--- src/rtl/evt_status_vec.sv ---
module evt_status_vec (
  input  logic        clk,
  input  logic        rst_n,
  input  logic [15:0] set_evt,
  input  logic [15:0] clr_evt,
  input  logic        bus_busy,
  input  logic [1:0]  addr,
  input  logic        rd_en,
  input  logic        wr_en,
  input  logic [15:0] wdata,
  output logic [15:0] rdata,
  output logic        irq_o,
  output logic        rx_dma_req,
  output logic        tx_dma_req
);
  localparam logic [15:0] FLAG_MAP = 16'h8E1E;
  localparam logic [1:0]  A_EN = 2'd0, A_ST = 2'd1, A_VEC = 2'd2, A_DMA = 2'd3;
  localparam int RX_EN_BIT = 15, TX_EN_BIT = 7;

  logic [15:0] stat_q;
  logic [4:0]  en_q;
  logic        rx_en_q, tx_en_q;
  logic [15:0] pend;
  logic [2:0]  vec_idx;
  logic [15:0] vec_clr;

  assign pend = stat_q & {11'd0, en_q};

  always_comb begin
    vec_idx = 3'd0;
    for (int i = 4; i >= 0; i--)
      if (pend[i]) vec_idx = 3'(i + 1);
  end

  always_comb begin
    vec_clr = '0;
    if (rd_en && addr == A_VEC && vec_idx != 3'd0)
      vec_clr[vec_idx - 3'd1] = 1'b1;
  end

  always_comb begin
    case (addr)
      A_EN:    rdata = {11'd0, en_q};
      A_ST:    rdata = {stat_q[15:13], bus_busy, stat_q[11:0]};
      A_VEC:   rdata = {13'd0, vec_idx};
      default: rdata = {rx_en_q, 7'd0, tx_en_q, 7'd0};
    endcase
  end

  always_ff @(posedge clk) begin
    if (!rst_n) begin
      stat_q  <= '0;
      en_q    <= '0;
      rx_en_q <= 1'b0;
      tx_en_q <= 1'b0;
    end else begin
      stat_q <= ((stat_q & ~clr_evt & ~vec_clr) | set_evt) & FLAG_MAP;
      if (wr_en && addr == A_EN) en_q <= wdata[4:0];
      if (wr_en && addr == A_DMA) begin
        rx_en_q <= wdata[RX_EN_BIT];
        tx_en_q <= wdata[TX_EN_BIT];
        if (wdata[RX_EN_BIT]) en_q[3] <= 1'b0;
        if (wdata[TX_EN_BIT]) en_q[4] <= 1'b0;
      end
    end
  end

  always_ff @(posedge clk) begin
    if (!rst_n) begin
      irq_o      <= 1'b0;
      rx_dma_req <= 1'b0;
      tx_dma_req <= 1'b0;
    end else begin
      irq_o      <= |pend;
      rx_dma_req <= rx_en_q & stat_q[3];
      tx_dma_req <= tx_en_q & stat_q[4];
    end
  end
endmodule


--- config.mk ---
export PLATFORM = sky130hd
export DESIGN_NAME = evt_status_vec
export DESIGN_NICKNAME = d
export VERILOG_FILES = /design/src/rtl/evt_status_vec.sv
export SDC_FILE = /design/constraint.sdc
export NUM_CORES = 1
export LEC_CHECK = 0
export ABC_AREA = 1
export BUFFER_PORTS_ARGS = -buffer_cell sky130_fd_sc_hd__buf_4
export CORE_UTILIZATION = 30
export DETAILED_ROUTE_END_ITERATION = 10
export GPL_ROUTABILITY_DRIVEN = 1
export MAX_ROUTING_LAYER = met4
export PLACE_DENSITY = 0.72
export SLEW_MARGIN = 20
export SYNTH_ARGS = -nofsm -noshare
export SYNTH_HDL_FRONTEND = slang
export SYNTH_SLANG_ARGS = --single-unit
--- constraint.sdc ---
create_clock -name clk -period 3.4 [get_ports clk]
set_input_delay 0.68 -clock clk [delete_from_list [all_inputs] [get_ports clk]]
set_output_delay 0.68 -clock clk [all_outputs]
set_load 0.01 [all_outputs]
==> results of run 1 <==
## worst reg2reg max path, stage by stage (launching register included)
cell and delay, ns:
sky130_fd_sc_hd__dfxtp_1 0.35, sky130_fd_sc_hd__nand2_1 0.08, sky130_fd_sc_hd__inv_1 0.05, sky130_fd_sc_hd__nand2_1 0.04, sky130_fd_sc_hd__nand2_1 0.05, sky130_fd_sc_hd__nand2_1 0.09
sky130_fd_sc_hd__ha_1 0.24, sky130_fd_sc_hd__inv_1 0.08, sky130_fd_sc_hd__nand3_1 0.10, sky130_fd_sc_hd__nand2_1 0.08, sky130_fd_sc_hd__nand3_1 0.08, sky130_fd_sc_hd__nand2_1 0.07
sky130_fd_sc_hd__a21oi_1 0.06
## final timing paths
path / startpoint / to / slack [ns]
setup reg to reg: en_q[4] / stat_q[4] / 1.89
setup / recovery: addr[1] / rdata[2] / 1.24
hold reg to reg: tx_en_q / tx_dma_req / 0.48
hold / removal: tx_en_q / tx_dma_req / 0.48
## registers in the layout (all words and copies together), names as in the netlist
register and cells:
en_q 5, tx_dma_req 1, rx_en_q 1, irq_o 1
tx_en_q 1, stat_q 8, rx_dma_req 1
## area by class of cell
| type | instances | area, um2 |
|---|---|---|
| Timing Repair Buffer | 43 | 323 |
| Inverter | 26 | 97.6 |
| Fill cell | 332 | 1690 |
| Tap cell | 44 | 55.1 |
| Clock buffer | 4 | 36.3 |
| Multi-Input combinational cell | 101 | 487 |
| Sequential cell | 18 | 360 |
## stage by stage
step | hold WS (ns) | instances | total power (uW) | setup slack (ns)
2_1_floorplan | 0.433 | 151 | 281 | 1.57
3_3_place_gp | 0.449 | 232 | 321 | 1.20
3_5_place_dp | 0.451 | 232 | 322 | 1.21
4_1_cts | 0.469 | 236 | 451 | 1.21
5_1_grt | 0.480 | 236 | 471 | 1.15
6_report | 0.476 | 236 | 447 | 1.24
## where the power goes
group	total (uW)	leakage, uW	internal (uW)	switching [uW]
logic	90.0	0.000518	44.3	45.7
clock network	130	0.0000210	65.3	65.1
registers	227	0.000148	222	5.24
total	447	0.000687	331	116
## metal layers
metal	up-vias	share of wire, %	track usage (%)	routed length [um]
met5	-	0	-	0
met4	0	0.59	3.06	13
met3	2	6.3	3.74	139
met2	29	47	22.7	1040
met1	401	46	16.5	1010
li1	534	-	-	-
## layout by cell type (no fill, tap or decap), types with 4 or more instances in the layout
| master | Yosys | layout |
|---|---|---|
| sky130_fd_sc_hd__nand2_1 | 26 | 26 |
| sky130_fd_sc_hd__a21oi_1 | 6 | 6 |
| sky130_fd_sc_hd__nor2_1 | 30 | 30 |
| sky130_fd_sc_hd__inv_2 | 4 | 4 |
| sky130_fd_sc_hd__dfxtp_1 | 18 | 18 |
| sky130_fd_sc_hd__inv_1 | 22 | 22 |
| sky130_fd_sc_hd__nand3_1 | 8 | 8 |
| sky130_fd_sc_hd__buf_4 | 5 | 43 |
| sky130_fd_sc_hd__o21ai_0 | 5 | 5 |
| sky130_fd_sc_hd__conb_1 | 1 | 5 |
| sky130_fd_sc_hd__nand2_2 | 4 | 4 |
## logic make-up after synthesis
logic type,Yosys count,synth area share (%)
compound gates,20,13.1
fa+ha+maj,1,1.29
buf+inv,32,14.3
flops,18,37.1
other cells,1,0.386
simple gates,75,33.8
==> metrics.log, run 1 <==
[metrics] status: completed
[metrics] Die Width: just under 60 um
[metrics] antenna diode count: 0
[metrics] number of cell rows: 20
[metrics] largest clock skew in the final design: around 0.0065 ns
[metrics] post-synthesis sequential area ratio: between 30% and 40%
[metrics] Crit path buffers/inverters: 3
[metrics] number of register bits inferred by synthesis: 18
[metrics] CTS Buf Count: 3
[metrics] post-layout min period: 2.16 ns
[metrics] nature of the critical path startpoint: primary input
[metrics] Top FF cell, synth: sky130_fd_sc_hd__dfxtp_1
[metrics] clock slew at the register clock pins of the worst setup and hold paths: approximately 0.1 ns
[metrics] Slew Viols, Final: 0
[metrics] most frequent cells after synthesis: 30 x sky130_fd_sc_hd__nor2_1, 26 x sky130_fd_sc_hd__nand2_1, 22 x sky130_fd_sc_hd__inv_1
[metrics] Global Route Usage Sum: between 10 and 15%
[metrics] highest fanout seen on the critical path: 7
[metrics] leakage: slightly below 0.0007 uW
[metrics] number of remaining DRC errors: 0
[metrics] count of mapped cells out of synthesis: about 150
[metrics] post-CTS setup buffer count: 0
[metrics] number of vias in the routed layout: approximately 970
[metrics] final core utilization: ~45%
[metrics] initial detailed-routing violation count: 3
[metrics] largest net degree at the start of global routing: 13
[metrics] share of post-route cells with drive strength above 1: approximately 32%
[metrics] cells along the critical path: buf_4, inv_1, nand2_1, o221ai_1, buf_4
[metrics] top post-synthesis cells by area: sky130_fd_sc_hd__dfxtp_1 37%, sky130_fd_sc_hd__nor2_1 12%, sky130_fd_sc_hd__nand2_1 10%, sky130_fd_sc_hd__inv_1 8.5%, sky130_fd_sc_hd__nand3_1 4.1%
[metrics] GR Overflow Total: 0
[metrics] Critical Path Max Stage Delay: ~0.24 ns
[metrics] via count of the first global-routing pass: ~900
[metrics] I/O pin count: 74
[metrics] critical path depth: 5
[metrics] Non-Filler Cell Area, Final: approximately 1400 um2
[metrics] area of the mapped netlist: approximately 970 um2
[metrics] period utilization: 63.5%
[metrics] required time at the endpoint of the critical path: around 2.7 ns
[metrics] die area: between 3000 and 4000 um2
[metrics] async set-reset flop share out of synthesis: 0%
[metrics] effective utilization at floorplan: about a third
[metrics] distinct cell type count of the synthesized netlist: 25
[metrics] cell type contributing the most total cell area after synthesis: sky130_fd_sc_hd__dfxtp_1
[metrics] RSZ-0062 raised after global routing: false
[metrics] count of antenna-violating nets left after detailed routing: 0
[metrics] global-route wire length before repair: 3.55 mm
[metrics] CTS tree: done
[metrics] clock network latency to the later pin of the worst-skew pair: slightly below 0.3 ns
[metrics] HPWL after detailed placement: around 1.8 mm
[metrics] height of the die: ~59 um
[metrics] Setup CP Type: in -> out
[metrics] total negative setup slack: 0 ns
[metrics] depth of the worst register-to-register path: 12
[metrics] Clock Root Buffer: sky130_fd_sc_hd__clkbuf_4
[metrics] placement-stage cell area: approximately 1300 um2
[metrics] power density cells: between 300 and 400 nW/um2
[metrics] average wire per cell in the routed design: between 9 and 10 um
[metrics] peak ir drop on the vdd network: 208 uV
[metrics] count of yosys warnings during synthesis: 0
[metrics] post-detailed-route via-to-cell ratio: 4.09
[metrics] cell with the most instances after synthesis: sky130_fd_sc_hd__nor2_1
[metrics] Worst Hold Class: reg -> reg
[metrics] Bufs on Longest Clock Path: 2
[metrics] area of the core: roughly 3100 um2
[metrics] CTS HTree Levels: 1
[metrics] Final Hold Vio Count: 0
[metrics] Synth top area share: approximately 37%
[metrics] detailed-router iteration count before antenna repair: 4
[metrics] critical path's top delay family: buffers and inverters
[metrics] most frequent cell on the critical path: sky130_fd_sc_hd__buf_4
[metrics] number of flops mapped to enable cells by yosys: 0
[metrics] Final Setup Violations: 0
[metrics] per-instance average area after synthesis: approximately 6.6 um2
[metrics] data arrival time at the worst-slack endpoint: between 1 and 1.5 ns
[metrics] number of hold buffers added after CTS: 0
[metrics] Max Cap Viol: 0
[metrics] kind of end point of the critical path: output port
[metrics] critical-path cell with the highest stage delay: sky130_fd_sc_hd__o221ai_1
[metrics] number of antenna violations at the first check in global routing: 0
[metrics] number of resized instances in the post-cts repair step: 0
[metrics] hold path cells: 2
[metrics] area grow syn2layout: 39.9%
[metrics] upper clock frequency limit: 463 MHz
[metrics] number of I/O port buffers: 43
[metrics] Total Wirelength: roughly 2.2 mm
[metrics] number of nets in the layout: between 200 and 250
[metrics] Clock Sink Count: 18
[metrics] weighted congestion reported at the end of routability-driven placement: around 0.8
Note: power is estimated with default switching activity, not from simulation.
==> run 2: changes to the inputs <==
--- a/config.mk
+++ b/config.mk
@@ -11,7 +11,7 @@
 export DETAILED_ROUTE_END_ITERATION = 10
 export GPL_ROUTABILITY_DRIVEN = 1
 export MAX_ROUTING_LAYER = met4
-export PLACE_DENSITY = 0.72
+export PLACE_DENSITY = 0.75
 export SLEW_MARGIN = 20
 export SYNTH_ARGS = -nofsm -noshare
 export SYNTH_HDL_FRONTEND = slang
==> constraint.sdc (replaced) <==
create_clock -name clk -period 1.74 [get_ports clk]
set_input_delay 0.348 -clock clk [delete_from_list [all_inputs] [get_ports clk]]
set_output_delay 0.348 -clock clk [all_outputs]
set_load 0.01 [all_outputs]
==> run 2 against run 1 <==
Core utilization up 0.20 points; total power up 94%; hold slack worse by 0.21 ns; sequential share of layout area down 0.12 points; combinational power up 97%; critical endpoint is now rdata[0]; highest routed layer unchanged.
==> metrics.log, run 2 (same netlist as run 1, synthesis figures left out) <==
[metrics] most common library cell in the layout ignoring fill and taps: sky130_fd_sc_hd__buf_4 (unchanged)
[metrics] Final Setup Violations: 0 (unchanged)
[metrics] peak ir drop on the vdd network: 266 uV (was 208 uV)
[metrics] worst hold margin: 0.263 ns (was 0.476 ns)
[metrics] global-route wire length before repair: 3.58 mm (was 3.55 mm)
[metrics] Max Cap Viol: 0 (unchanged)
[metrics] status: completed (unchanged)
[metrics] critical-path cell with the highest stage delay: sky130_fd_sc_hd__dfxtp_1 (was sky130_fd_sc_hd__o221ai_1)
[metrics] most frequent cell on the critical path: sky130_fd_sc_hd__nand2_1 (was sky130_fd_sc_hd__buf_4)
[metrics] pre-CTS setup slack: 0.216 ns (was 1.21 ns)
[metrics] Total Wirelength: 2.15 mm (was 2.21 mm)
[metrics] number of vias in the routed layout: 972 (was 966)
[metrics] Global Route Usage Sum: 13.8% (was 13.7%)
[metrics] nature of the critical path startpoint: flop (was primary input)
[metrics] number of cell rows: 20 (unchanged)
[metrics] post-detailed-route via-to-cell ratio: 4.12 (was 4.09)
[metrics] cells along the critical path: nand2_1, inv_1, nand2_1, nand2_1, nand2_1, o21ai_1, buf_4 (was buf_4, inv_1, nand2_1, o221ai_1, buf_4)
[metrics] share of post-route cells with drive strength above 1: 32.8% (was 32.3%)
[metrics] data arrival time at the worst-slack endpoint: 1.28 ns (was 1.48 ns)
[metrics] Worst Hold Class: in -> reg (was reg -> reg)
[metrics] largest clock skew in the final design: 0.00213 ns (was 0.00654 ns)
[metrics] highest-count cells in the layout ignoring fill and taps: 43 x sky130_fd_sc_hd__buf_4, 30 x sky130_fd_sc_hd__nor2_1, 26 x sky130_fd_sc_hd__nand2_1 (unchanged)
[metrics] die area: 3470 um2 (unchanged)
[metrics] total instance count after detailed placement: 232 (unchanged)
[metrics] area grow syn2layout: 40.6% (was 39.9%)
[metrics] worst setup slack after layout: 0.113 ns (was 1.24 ns)
[metrics] Final Hold Vio Count: 0 (unchanged)
[metrics] CTS tree: done (unchanged)
[metrics] largest net degree at the start of global routing: 13 (unchanged)
[metrics] required time at the endpoint of the critical path: 1.39 ns (was 2.72 ns)
[metrics] antenna diode count: 0 (unchanged)
[metrics] clock slew at the register clock pins of the worst setup and hold paths: 0.10 ns (about the same)
[metrics] top flop regs: stat_q (8), en_q (5) (unchanged)
[metrics] Setup CP Type: reg -> out (was in -> out)
[metrics] number of antenna violations at the first check in global routing: 0 (unchanged)
[metrics] detailed-router iteration count before antenna repair: 4 (unchanged)
[metrics] Bufs on Longest Clock Path: 2 (unchanged)
[metrics] period utilization: between 90% and 100%
[metrics] Clock Root Buffer: sky130_fd_sc_hd__clkbuf_4 (unchanged)
[metrics] Critical Path Max Stage Delay: 0.35 ns (was 0.24 ns)
[metrics] Slew Viols, Final: 0 (unchanged)
[metrics] RSZ-0062 raised after global routing: false (unchanged)
[metrics] kind of end point of the critical path: output port (unchanged)
[metrics] sum of internal, switching and leakage power: 867 uW (was 447 uW)
[metrics] highest fanout seen on the critical path: 4 (was 7)
[metrics] flip-flop count of the largest register, all copies and words added: 8 (unchanged)
[metrics] number of nets in the layout: 249 (unchanged)
[metrics] Clock Sink Count: 18 (unchanged)
[metrics] area of the core: 3050 um2 (unchanged)
[metrics] I/O pin count: 74 (unchanged)
[metrics] HPWL after detailed placement: 1.76 mm (was 1.81 mm)
[metrics] count of non-filler cells in the finished layout: 236 (unchanged)
[metrics] power density cells: 635 nW/um2 (was 329 nW/um2)
[metrics] leakage: 0.000688 uW (was 0.000687 uW)
[metrics] largest reg by FF count: stat_q (unchanged)
[metrics] initial detailed-routing violation count: 12 (was 3)
[metrics] clock network latency to the later pin of the worst-skew pair: 0.29 ns (about the same)
[metrics] CTS Buf Count: 3 (unchanged)
[metrics] CTS HTree Levels: 1 (unchanged)
[metrics] total negative setup slack: 0 ns (unchanged)
[metrics] number of remaining DRC errors: 0 (unchanged)
[metrics] count of antenna-violating nets left after detailed routing: 0 (unchanged)
[metrics] upper clock frequency limit: ~600 MHz
[metrics] number of hold buffers added after CTS: 0 (unchanged)
[metrics] via count of the first global-routing pass: 884 (was 899)
[metrics] number of I/O port buffers: 43 (unchanged)
[metrics] post-layout min period: ~1.6 ns
[metrics] effective utilization at floorplan: 31.8% (unchanged)
[metrics] Die Width: 58.9 um (unchanged)
[metrics] average wire per cell in the routed design: 9.12 um (was 9.34 um)
[metrics] height of the die: 58.9 um (unchanged)
[metrics] GR Overflow Total: 0 (unchanged)
[metrics] weighted congestion reported at the end of routability-driven placement: 0.821 (was 0.798)
## run 2: cell counts in the layout (fill, tap and decap cells not counted)
No cell type changed its count.
## run 2: stage by stage
stage / util, % / instance area (um2)
4_1_cts: 44.5 / 1360
6_report: 44.7 / 1370
2_1_floorplan: - / 986
5_1_grt: 44.7 / 1370
3_5_place_dp: 43.3 / 1320
3_3_place_gp: 43.3 / 1320
## run 2: worst max-delay path: cells and delay by family, from the launching register on
| family | cells | cell delay [ns] |
|---|---|---|
| and+or+nand+nor | 4 | 0.27 |
| AOI/OAI and AO/OA | 1 | 0.17 |
| buffers and inverters | 2 | 0.20 |
| DFF | 1 | 0.35 |
## run 2: layout make-up
class	instances	area, um2
multi-input combinational	101	493
tap	44	55.1
clock buffer	4	36.3
sequential	18	360
inverter	26	97.6
fill	339	1690
timing repair buffer	43	323
## run 2: repair_timing
item                                    CTS  global route
buffers inserted                          0             0
endpoints found under the setup margin    0             2
resized for setup                         0             2
## run 2: metal layers
layer,routed length [um],up-vias,global-route usage (%),part of all wire (%)
met5,0,-,-,0
met1,950,400,16.8,44
met3,162,2,3.96,7.5
li1,-,539,-,-
met4,10,0,3.06,0.46
met2,1030,31,22.7,48
## run 2: worst paths after layout
| check | slack (ns) | depth (start not counted) | from | end |
|---|---|---|---|---|
| worst max register to register | 0.25 | 12 | en_q[4] | stat_q[4] |
| worst max-delay path | 0.11 | 7 | en_q[4] | rdata[0] |
| worst min-delay path | 0.26 | 3 | set_evt[15] | stat_q[15] |
| worst min register to register | 0.47 | 2 | tx_en_q | tx_dma_req |
## run 2: where the power goes
| group | total [uW] | switching [uW] | internal [uW] |
|---|---|---|---|
| clock network | 247 | 119 | 127 |
| registers | 443 | 10.4 | 433 |
| logic | 177 | 89.6 | 87.0 |
| total | 867 | 219 | 647 |
==> run 3: changes to the inputs <==
--- a/config.mk
+++ b/config.mk
@@ -5,14 +5,14 @@
 export SDC_FILE = /design/constraint.sdc
 export NUM_CORES = 1
 export LEC_CHECK = 0
-export ABC_AREA = 1
+export ABC_CLOCK_PERIOD_IN_PS = 1740
 export BUFFER_PORTS_ARGS = -buffer_cell sky130_fd_sc_hd__buf_4
 export CORE_UTILIZATION = 30
 export DETAILED_ROUTE_END_ITERATION = 10
 export GPL_ROUTABILITY_DRIVEN = 1
 export MAX_ROUTING_LAYER = met4
 export PLACE_DENSITY = 0.75
-export SLEW_MARGIN = 20
+export SLEW_MARGIN = 0
 export SYNTH_ARGS = -nofsm -noshare
 export SYNTH_HDL_FRONTEND = slang
 export SYNTH_SLANG_ARGS = --single-unit
==> run 3 against run 2 <==
Core utilization up 2.6 points; sequential cell count stayed put; largest cell class unchanged; clock power is 6% higher; sequential power is 1% higher; critical path type unchanged; combinational power shrank 5%; via count fell by 3.7%; synthesized cell count shrank 24%; routed wire length rose by 14%; largest power group unchanged; die area is 0.12% higher; clock-buffer cell count did not move; clock skew rose by 0.0056 ns.
==> metrics.log, run 3 <==
[metrics] Synth Area in Simple Gates: 25.6% (was 33.8%)
[metrics] flip-flop count of the largest register, all copies and words added: 8 (unchanged)
[metrics] leakage: 0.000663 uW (was 0.000688 uW)
[metrics] share of the synthesized netlist area taken by xor and xnor gates: 0.901% (was 0%)
[metrics] Comb power frac: 19.2% (was 20.4%)
[metrics] count of yosys warnings during synthesis: 0 (unchanged)
[metrics] status: completed (unchanged)
[metrics] kind of end point of the critical path: output port (unchanged)
[metrics] top flop regs: stat_q (8), en_q (5) (unchanged)
[metrics] Net Sw Frac: 25.5% (was 25.3%)
[metrics] HPWL after detailed placement: 1.77 mm (was 1.76 mm)
[metrics] I/O pin count: 74 (unchanged)
[metrics] async set-reset flop share out of synthesis: 0% (unchanged)
[metrics] GR Overflow Total: 0 (unchanged)
[metrics] Max Cap Viol: 0 (unchanged)
[metrics] required time at the endpoint of the critical path: 1.39 ns (about the same)
[metrics] clock slew at the register clock pins of the worst setup and hold paths: 0.11 ns (was 0.10 ns)
[metrics] count of antenna-violating nets left after detailed routing: 0 (unchanged)
[metrics] number of hold buffers added after CTS: 0 (unchanged)
[metrics] antenna diode count: 0 (unchanged)
[metrics] number of vias in the routed layout: 936 (was 972)
[metrics] Setup CP Type: reg -> out (unchanged)
[metrics] Clock Root Buffer: sky130_fd_sc_hd__clkbuf_4 (unchanged)
[metrics] count of mapped cells out of synthesis: 111 (was 147)
[metrics] cell with the most instances after synthesis: sky130_fd_sc_hd__dfxtp_1 (was sky130_fd_sc_hd__nor2_1)
[metrics] Final Setup Violations: 0 (unchanged)
[metrics] global-route wire length before repair: 3.80 mm (was 3.58 mm)
[metrics] share of post-route cells with drive strength above 1: 44.7% (was 32.8%)
[metrics] worst hold margin: 0.251 ns (was 0.263 ns)
[metrics] dominant combinational cell family by area after synthesis: simple AND/OR/NAND/NOR gates (unchanged)
[metrics] portion of total power attributed to sequential cells: 51.0% (was 51.1%)
[metrics] Critical Path Max Stage Delay: 0.38 ns (was 0.35 ns)
[metrics] number of flops mapped to enable cells by yosys: 0 (unchanged)
[metrics] area of the core: 3050 um2 (unchanged)
[metrics] GRT Max-Usage Layer: met2 (unchanged)
[metrics] initial detailed-routing violation count: 13 (was 12)
[metrics] area of the mapped netlist: 972 um2 (was 971 um2)
[metrics] number of remaining DRC errors: 0 (unchanged)
[metrics] RSZ-0062 raised after global routing: true (was false)
[metrics] post-synthesis sequential area ratio: 37.1% (about the same)
[metrics] share of cell area taken by muxes after synthesis: 11.3% (was 0%)
[metrics] Bufs on Longest Clock Path: 2 (unchanged)
[metrics] adder-cell share of the synthesized area: 1.29% (about the same)
[metrics] nature of the critical path startpoint: flop (unchanged)
[metrics] detailed-router iteration count before antenna repair: 4 (unchanged)
[metrics] highest-count cells in the layout ignoring fill and taps: 51 x sky130_fd_sc_hd__buf_4, 11 x sky130_fd_sc_hd__nor2b_1, 11 x sky130_fd_sc_hd__mux2i_1 (was 43 x sky130_fd_sc_hd__buf_4, 30 x sky130_fd_sc_hd__nor2_1, 26 x sky130_fd_sc_hd__nand2_1)
[metrics] CTS tree: done (unchanged)
[metrics] Total Wirelength: 2.45 mm (was 2.15 mm)
[metrics] Final Hold Vio Count: 0 (unchanged)
[metrics] number of cell rows: 20 (unchanged)
[metrics] clock network latency to the later pin of the worst-skew pair: 0.29 ns (about the same)
[metrics] switching pwr: 224 uW (was 219 uW)
[metrics] CTS Buf Count: 3 (unchanged)
[metrics] data arrival time at the worst-slack endpoint: 1.35 ns (was 1.28 ns)
[metrics] top post-synthesis cells by area: sky130_fd_sc_hd__dfxtp_1 37%, sky130_fd_sc_hd__mux2i_1 11%, sky130_fd_sc_hd__nor2b_1 7.1%, sky130_fd_sc_hd__buf_4 3.9%, sky130_fd_sc_hd__o21a_1 3.9% (was sky130_fd_sc_hd__dfxtp_1 37%, sky130_fd_sc_hd__nor2_1 12%, sky130_fd_sc_hd__nand2_1 10%, sky130_fd_sc_hd__inv_1 8.5%, sky130_fd_sc_hd__nand3_1 4.1%)
[metrics] most common library cell in the layout ignoring fill and taps: sky130_fd_sc_hd__buf_4 (unchanged)
[metrics] power density cells: 608 nW/um2 (was 635 nW/um2)
[metrics] Top FF cell, synth: sky130_fd_sc_hd__dfxtp_1 (unchanged)
[metrics] Pint: 655 uW (was 647 uW)
[metrics] peak ir drop on the vdd network: 249 uV (was 266 uV)
[metrics] number of I/O port buffers: 43 (unchanged)
[metrics] met3 Resource Use GR: 3.96% (unchanged)
[metrics] largest net degree at the start of global routing: 20 (was 13)
[metrics] most frequent cells after synthesis: 18 x sky130_fd_sc_hd__dfxtp_1, 11 x sky130_fd_sc_hd__mux2i_1, 11 x sky130_fd_sc_hd__nor2b_1 (was 30 x sky130_fd_sc_hd__nor2_1, 26 x sky130_fd_sc_hd__nand2_1, 22 x sky130_fd_sc_hd__inv_1)
[metrics] post-layout min period: 1.70 ns (was 1.63 ns)
[metrics] critical-path cell with the highest stage delay: sky130_fd_sc_hd__dfxtp_4 (was sky130_fd_sc_hd__dfxtp_1)
[metrics] largest reg by FF count: stat_q (unchanged)
[metrics] Die Width: 58.9 um (about the same)
[metrics] compound-gate portion of the synthesized area: 16.2% (was 13.1%)
[metrics] placement-stage cell area: 1310 um2 (was 1320 um2)
[metrics] number of antenna violations at the first check in global routing: 0 (unchanged)
[metrics] cells along the critical path: a22oi_4, and2b_1, nand3b_1, o21ai_1, buf_4 (was nand2_1, inv_1, nand2_1, nand2_1, nand2_1, o21ai_1, buf_4)
[metrics] number of register bits inferred by synthesis: 18 (unchanged)
[metrics] CTS HTree Levels: 1 (unchanged)
[metrics] weighted congestion reported at the end of routability-driven placement: 0.898 (was 0.821)
[metrics] Slew Viols, Final: 0 (unchanged)
[metrics] cell type contributing the most total cell area after synthesis: sky130_fd_sc_hd__dfxtp_1 (unchanged)
[metrics] Global Route Usage Sum: 15.2% (was 13.8%)
[metrics] per-instance average area after synthesis: 8.76 um2 (was 6.60 um2)
[metrics] met2 track demand over resource: 26.0% (was 22.7%)
[metrics] met1 Use GR: 16.3% (was 16.8%)
[metrics] number of nets in the layout: 216 (was 249)
[metrics] upper clock frequency limit: 589 MHz (was 615 MHz)
[metrics] distinct cell type count of the synthesized netlist: 30 (was 25)
[metrics] via count of the first global-routing pass: 922 (was 884)
[metrics] area grow syn2layout: 48.6% (was 40.6%)
[metrics] post-detailed-route via-to-cell ratio: 4.61 (was 4.12)
[metrics] average wire per cell in the routed design: 12.1 um (was 9.12 um)
[metrics] height of the die: 58.9 um (about the same)
[metrics] largest clock skew in the final design: 0.00776 ns (was 0.00213 ns)
[metrics] Non-Filler Cell Area, Final: 1450 um2 (was 1370 um2)
[metrics] Clock Sink Count: 18 (unchanged)
[metrics] Worst Hold Class: in -> reg (unchanged)
[metrics] die area: 3470 um2 (about the same)
[metrics] period utilization: 97.5% (was 93.5%)
[metrics] clock share of power: 29.8% (was 28.5%)
[metrics] Synth top area share: 37.1% (about the same)
[metrics] effective utilization at floorplan: 31.8% (about the same)
[metrics] highest fanout seen on the critical path: 4 (unchanged)
==> run 3: cell count changes in the layout (fill, tap and decap cells not counted), moves of 5 or more <==
cell and change:
sky130_fd_sc_hd__inv_1 -20, sky130_fd_sc_hd__mux2i_1 +11, sky130_fd_sc_hd__nand2_1 -20, sky130_fd_sc_hd__nor2b_1 +11
sky130_fd_sc_hd__buf_4 +8, sky130_fd_sc_hd__o21a_1 +5, sky130_fd_sc_hd__nor2_1 -21, sky130_fd_sc_hd__dfxtp_1 -8
sky130_fd_sc_hd__nand3_1 -7
==> run 3: timing repair <==
item,in CTS,in global routing
pin swaps,2,4
gates resized for setup,6,13
setup buffers,4,3
endpoints found under the setup margin,2,5
endpoints found under the hold margin,0,0
==> run 3: final timing paths <==
path,start,end,slack (ns),depth (start not counted)
max,stat_q[2],rdata[2],0.04,5
min reg2reg,tx_en_q,tx_en_q,0.49,2
max reg2reg,stat_q[2],stat_q[4],0.08,7
min,set_evt[1],stat_q[1],0.25,2
==> run 3: layout make-up <==
class / count / area, um2
sequential: 18 / 380
inverter: 2 / 7.51
timing repair buffer: 51 / 383
multi-input combinational: 84 / 583
clock buffer: 4 / 36.3
tap: 44 / 55.1
fill: 305 / 1610
==> run 3: routing by layer <==
| metal | wire [um] | vias to the layer above |
|---|---|---|
| met3 | 160 | 4 |
| li1 | - | 471 |
| met1 | 1000 | 427 |
| met5 | 0 | - |
| met4 | 38 | 0 |
| met2 | 1250 | 34 |
==> run 3: worst max-delay path: cells and delay by family, from the launching register on <==
kind,cells,cell delay (ns)
flip-flops,1,0.38
AO/OA/AOI/OAI,2,0.28
AND/OR/NAND/NOR,2,0.25
buffers and inverters,1,0.13
==> run 3: cell families (layout without fill, tap and decap cells) <==
| logic type | Yosys count | after routing |
|---|---|---|
| xor gates and xnor gates | 1 | 1 |
| buffers and inverters | 13 | 57 |
| adders and majority gates | 1 | 1 |
| muxes | 11 | 11 |
| AOI/OAI and AO/OA | 22 | 22 |
| other | 1 | 5 |
| and+or+nand+nor | 44 | 44 |
| DFF | 18 | 18 |
==> run 3: power groups by stage <==
| stage | registers [uW] | clock network, uW | logic (uW) |
|---|---|---|---|
| 6_report | 448 | 262 | 168 |
| 5_1_grt | 451 | 285 | 184 |
| 4_1_cts | 450 | 269 | 165 |
| 3_5_place_dp | 457 | 0 | 158 |
| 3_3_place_gp | 456 | 0 | 153 |
| 2_1_floorplan | 453 | 0 | 90.2 |
==> run 3: through the flow <==
stage	std cells	TNS, ns	setup WS, ns	power [uW]	utilization [%]
floorplan	115	0	0.189	543	-
global placement	192	0	0.111	609	42.9
detailed placement	192	0	0.0321	615	42.9
CTS	200	0	0.00491	884	45.7
global route	203	-0.140	-0.0732	920	47.3
finish	203	0	0.0427	879	47.3
